File: src/rtl/ptr_pkg.sv
package ptr_pkg;
    localparam int BYTE_W = 8;
    localparam int NUM_HALVES = 2;
    localparam int PTR_W = BYTE_W * NUM_HALVES;

    typedef enum logic {
        SEQ_IDLE = 1'b0,
        SEQ_ACC  = 1'b1
    } seq_state_e;

    typedef struct packed {
        seq_state_e state;
        logic       post_en;
        logic       post_up;
    } seq_regs_t;
endpackage

File: src/rtl/ptr_stepper.sv
module ptr_stepper #(
    parameter int W = 16
) (
    input  logic [W-1:0] val_i,
    output logic [W-1:0] plus_o,
    output logic [W-1:0] minus_o
);
    localparam logic [W-1:0] ONE = {{(W-1){1'b0}}, 1'b1};

    always_comb begin
        plus_o  = val_i + ONE;
        minus_o = val_i - ONE;
    end
endmodule

File: src/rtl/ptr_half.sv
module ptr_half #(
    parameter int W = 8
) (
    input  logic         clk_i,
    input  logic         rst_ni,
    input  logic [W-1:0] half_d,
    output logic [W-1:0] half_q
);
    always_ff @(posedge clk_i or negedge rst_ni) begin
        if (!rst_ni) half_q <= '0;
        else         half_q <= half_d;
    end
endmodule

File: src/rtl/ptr_sequencer.sv
module ptr_sequencer
    import ptr_pkg::*;
(
    input  logic clk_i,
    input  logic rst_ni,
    input  logic push_i,
    input  logic pop_i,
    input  logic grow_up_i,
    input  logic free_i,
    output logic start_o,
    output logic busy_o,
    output logic step_en_o,
    output logic step_up_o
);
    seq_regs_t seq_d, seq_q;

    always_comb begin
        seq_d     = seq_q;
        start_o   = 1'b0;
        step_en_o = 1'b0;
        step_up_o = 1'b0;
        busy_o    = (seq_q.state == SEQ_ACC);
        if (seq_q.state == SEQ_ACC) begin
            step_en_o   = seq_q.post_en;
            step_up_o   = seq_q.post_up;
            seq_d.state = SEQ_IDLE;
        end else if (free_i && (push_i || pop_i)) begin
            start_o     = 1'b1;
            seq_d.state = SEQ_ACC;
            if (push_i) begin
                step_en_o     = 1'b1;
                step_up_o     = grow_up_i;
                seq_d.post_en = 1'b0;
                seq_d.post_up = 1'b0;
            end else begin
                seq_d.post_en = 1'b1;
                seq_d.post_up = !grow_up_i;
            end
        end
    end

    always_ff @(posedge clk_i or negedge rst_ni) begin
        if (!rst_ni) seq_q <= '{state: SEQ_IDLE, post_en: 1'b0, post_up: 1'b0};
        else         seq_q <= seq_d;
    end
endmodule

File: src/rtl/ptr_stack_reg.sv
module ptr_stack_reg
    import ptr_pkg::*;
(
    input  logic              clk_i,
    input  logic              rst_ni,
    input  logic [BYTE_W-1:0] data_i,
    input  logic [PTR_W-1:0]  addr_i,
    input  logic              ld_full_i,
    input  logic              zero_i,
    input  logic              ld_hi_i,
    input  logic              ld_lo_i,
    input  logic              inc_i,
    input  logic              dec_i,
    input  logic              push_i,
    input  logic              pop_i,
    input  logic              grow_up_i,
    output logic [PTR_W-1:0]  addr_o,
    output logic [BYTE_W-1:0] hi_o,
    output logic [BYTE_W-1:0] lo_o,
    output logic              acc_valid_o
);
    logic [PTR_W-1:0] ptr_d, ptr_q, ptr_plus, ptr_minus;
    logic [NUM_HALVES-1:0] byte_ld;
    logic seq_start, seq_busy, seq_step_en, seq_step_up, load_free;
    logic cnt_en, cnt_up;

    assign byte_ld   = {ld_hi_i, ld_lo_i};
    assign load_free = !(ld_full_i || zero_i || ld_hi_i || ld_lo_i);

    ptr_sequencer u_seq (
        .clk_i     (clk_i),
        .rst_ni    (rst_ni),
        .push_i    (push_i),
        .pop_i     (pop_i),
        .grow_up_i (grow_up_i),
        .free_i    (load_free),
        .start_o   (seq_start),
        .busy_o    (seq_busy),
        .step_en_o (seq_step_en),
        .step_up_o (seq_step_up)
    );

    ptr_stepper #(.W(PTR_W)) u_step (
        .val_i   (ptr_q),
        .plus_o  (ptr_plus),
        .minus_o (ptr_minus)
    );

    always_comb begin
        ptr_d  = ptr_q;
        cnt_en = 1'b0;
        cnt_up = seq_step_up;
        if (seq_busy) begin
            cnt_en = seq_step_en;
        end else if (ld_full_i) begin
            ptr_d = addr_i;
        end else if (zero_i) begin
            ptr_d = '0;
        end else if (|byte_ld) begin
            for (int h = 0; h < NUM_HALVES; h++) begin
                if (byte_ld[h]) ptr_d[h*BYTE_W +: BYTE_W] = data_i;
            end
        end else if (seq_start) begin
            cnt_en = seq_step_en;
        end else if (inc_i ^ dec_i) begin
            cnt_en = 1'b1;
            cnt_up = inc_i;
        end
        if (cnt_en) ptr_d = cnt_up ? ptr_plus : ptr_minus;
    end

    for (genvar g = 0; g < NUM_HALVES; g++) begin : g_half
        ptr_half #(.W(BYTE_W)) u_half (
            .clk_i  (clk_i),
            .rst_ni (rst_ni),
            .half_d (ptr_d[g*BYTE_W +: BYTE_W]),
            .half_q (ptr_q[g*BYTE_W +: BYTE_W])
        );
    end

    assign addr_o      = ptr_q;
    assign hi_o        = ptr_q[PTR_W-1 -: BYTE_W];
    assign lo_o        = ptr_q[BYTE_W-1:0];
    assign acc_valid_o = seq_busy;
endmodule

File: config.mk
export PLATFORM = sky130hd
export DESIGN_NAME = ptr_stack_reg
export DESIGN_NICKNAME = d
export VERILOG_FILES = /design/src/rtl/ptr_pkg.sv /design/src/rtl/ptr_stepper.sv /design/src/rtl/ptr_half.sv /design/src/rtl/ptr_sequencer.sv /design/src/rtl/ptr_stack_reg.sv
export SDC_FILE = /design/constraint.sdc
export NUM_CORES = 1
export LEC_CHECK = 0
export ABC_AREA = 1
export BUFFER_PORTS_ARGS = -buffer_cell sky130_fd_sc_hd__buf_2
export CELL_PAD_IN_SITES_DETAIL_PLACEMENT = 1
export CELL_PAD_IN_SITES_GLOBAL_PLACEMENT = 2
export CORE_MARGIN = 2
export CORE_UTILIZATION = 28
export DETAILED_ROUTE_END_ITERATION = 8
export GPL_TIMING_DRIVEN = 1
export PLACE_DENSITY_LB_ADDON = 0.08
export SYNTH_ARGS = -nofsm -noshare
export SYNTH_HDL_FRONTEND = slang
export SYNTH_SLANG_ARGS = --single-unit
File: constraint.sdc
create_clock -name clk_i -period 2.97 [get_ports clk_i]
set_input_delay 0.1485 -clock clk_i [delete_from_list [all_inputs] [get_ports clk_i]]
set_output_delay 0.1485 -clock clk_i [all_outputs]
set_load 0.05 [all_outputs]
==> flow_summary.json <==
{
  "drt_iter0_drc": 70,
  "cts_root_buffer": "clkbuf_8",
  "p_leak_nw": 1.48,
  "num_vias": 2451,
  "end_kind": "register",
  "num-fill-cells": 1114,
  "grt_max_degree": 23,
  "register_area_um2": 475,
  "cp-endpoint": "g_half[1].u_half.half_q[2]$_DFFE_PN0P_",
  "fin_util_pct": 33.3,
  "r2r_end": "g_half[1].u_half.half_q[2]$_DFFE_PN0P_",
  "antenna_found_initial": 0,
  "fmax_mhz": 425,
  "htree_levels": 1,
  "area_growth_pct": 14.8,
  "multiInputGateArea_um2": 1510,
  "synth_top_area_cell": "dfrtp_1",
  "routed_wl_um": 8030,
  "cts_hold_buffers": 1,
  "drt-wirelength-per-cell_um": 15.3,
  "syn_area_per_cell_um2": 6.47,
  "syn_inst": 368,
  "cts_tree": "done",
  "min_delay_path_depth": 2,
  "worstSkewPairLatency_ps": 270,
  "status": "finished clean",
  "gp_congestion": 0.810,
  "post-dp-hpwl_um": 6520,
  "drv_slew": 0,
  "power.density_nw_per_um2": 499,
  "overflow": 0,
  "synth_nets": 404,
  "clock_path_buffers": 2,
  "fin_tns_setup_ps": 0,
  "die-height_um": 96.2,
  "crit_arrival_ps": 2510,
  "ys_warn_count": 0,
  "finalCriticalPeriod_ps": 2360,
  "hp-class": "primary input to register",
  "boundaryPins": 68,
  "synth.distinct_cells": 38,
  "numCtsBuffers": 3,
  "grt_pass1_vias": 2414,
  "worst_slew_pin_slew_ps": 611,
  "grt_pass1_wl_um": 13300,
  "ant_nets": 0,
  "hold_viol_final": 0,
  "worstSetupStartpoint": "u_seq.busy_o$_DFF_PN0_",
  "rsz0062_at_grt": "false",
  "synth_area_leaders": "dfrtp_1 20%, nand2_1 16%, inv_1 7.1%",
  "post-cts-setup-buffers": 0,
  "fin_skew_ps": 9.60,
  "drt-pass1-iter-count": 4,
  "cts.reportedPaths.clkPinSlew_ps": 90,
  "setup_viol_count_final": 0,
  "reg2reg_from": "u_seq.busy_o$_DFF_PN0_",
  "core_area_um2": 8220,
  "clock-sinks": 19,
  "critPathKind": "register to register",
  "vdd_drop_max_mv": 0.154,
  "drc": 0,
  "worst_slew_margin_rel_pct": 58.8,
  "rows": 33,
  "synth.top_cell.area_share_pct": 20.0,
  "startpoint_type": "register",
  "cts_resized": 0,
  "ys_ff_latch": 19,
  "io_buffers": 67,
  "ff2ff_setup_slack_ps": 610,
  "track_usage_pct": 18.9,
  "die_w_um": 96.2,
  "cp_max_fo": 11,
  "netlist_area_um2": 2380,
  "yosysSeqAreaShare_pct": 20.0,
  "routed_via_density": 4.68,
  "max_cap_viol_count": 0,
  "diodes": 0,
  "drive_gt1_share_pct": 32.0,
  "reg2reg_depth": 17,
  "period_share_pct": 79.3,
  "cp_data_required_time_ps": 3130,
  "start_util_pct": 29.0,
  "dieArea_um2": 9260,
  "nNetsFinal": 456
}
registers in the layout (all words and copies together), names as in the netlist:
signal / cells
u_seq.busy_o: 1
g_half.u_half.half_q: 16
u_seq.seq_q: 2
cell families after synthesis:
group	Yosys count	synth area share (%)
XOR/XNOR	4	1.47
AO/OA/AOI/OAI	57	16.1
flip-flops	19	20.0
adder cells (fa/ha/maj)	1	0.525
AND/OR/NAND/NOR	211	45.4
buffers and inverters	76	16.5
cells in the mapped netlist, drive strengths merged:
master  number
nand2      126
inv         50
nor2        47
nand3       30
a21oi       26
buf         23
dfrtp       19
o21ai       15
o41ai       10
nand4        6
a31oi        2
clkbuf       2
xnor2        2
xor2         2
a22o         1
a22oi        1
clkinv       1
ha           1
nand3b       1
nor3         1
o21bai       1
o22ai        1
how the worst min path moves through the flow:
stage / to / slack [ps] / start
3_3_place_gp: g_half[1].u_half.half_q[5]$_DFFE_PN0P_ / 150 / rst_ni
5_1_grt: u_seq.seq_q[0]$_DFFE_PN0P_ / 90 / grow_up_i
4_1_cts: u_seq.seq_q[0]$_DFFE_PN0P_ / 80 / grow_up_i
2_1_floorplan: g_half[0].u_half.half_q[0]$_DFFE_PN0P_ / -150 / rst_ni
6_report: u_seq.seq_q[0]$_DFFE_PN0P_ / 80 / grow_up_i
3_5_place_dp: g_half[1].u_half.half_q[5]$_DFFE_PN0P_ / 150 / rst_ni
layout by cell type (no fill, tap or decap), types with 7 or more instances in the layout:
| master | Yosys | final |
|---|---|---|
| a21oi_1 | 21 | 21 |
| buf_2 | 2 | 67 |
| dfrtp_1 | 19 | 19 |
| inv_1 | 45 | 45 |
| nand2_1 | 103 | 103 |
| nand2_2 | 14 | 14 |
| nand2_4 | 9 | 9 |
| nand3_1 | 19 | 19 |
| nand3_2 | 10 | 10 |
| nor2_1 | 37 | 37 |
| o21ai_0 | 7 | 7 |
| o41ai_1 | 7 | 7 |
layer usage:
metal | vias to the layer above | track usage [%] | share of wire, %
met4 | 0 | 2.86 | 0.57
met1 | 1132 | 27.7 | 50
met2 | 47 | 30.5 | 47
li1 | 1268 | - | -
met3 | 4 | 1.72 | 2.7
met5 | - | 0 | 0
metrics by stage:
step	power, mW	area, um^2	hold slack [ps]	worst slack, ps	std cells
final	1.36	2730	80.8	614	524
after global routing	1.48	2730	88.3	285	524
after CTS	1.38	2730	82.2	624	524
after detailed placement	1.17	2680	147	634	519
after global placement	1.17	2680	150	624	519
after floorplan	1.01	2380	-147	616	368
worst max-delay path: stages, from the launching register on:
cell	delay [ps]
dfrtp_1	450
inv_2	80
nand2_1	50
nor2_1	170
nand2_4	110
nand2_2	90
nor2_4	70
buf_4	200
nand2_1	100
nand2_1	140
nor2_1	240
nand2_1	130
o21ai_2	140
inv_2	50
nand2_1	50
nand2_1	60
nand3_2	60
a21oi_2	50
power breakdown:
part	switching [mW]	internal, mW
Sequential	0.0892	0.296
Combinational	0.564	0.212
Clock	0.105	0.0959
cell type report:
cell class                 count  area share (%)
clock buffer                   4            1.65
timing repair buffer          72            13.7
multi-input combinational    273            55.3
inverter                      51            7.09
tap                          105            4.81
sequential                    19            17.4
Power figures use the tool's default switching activity.
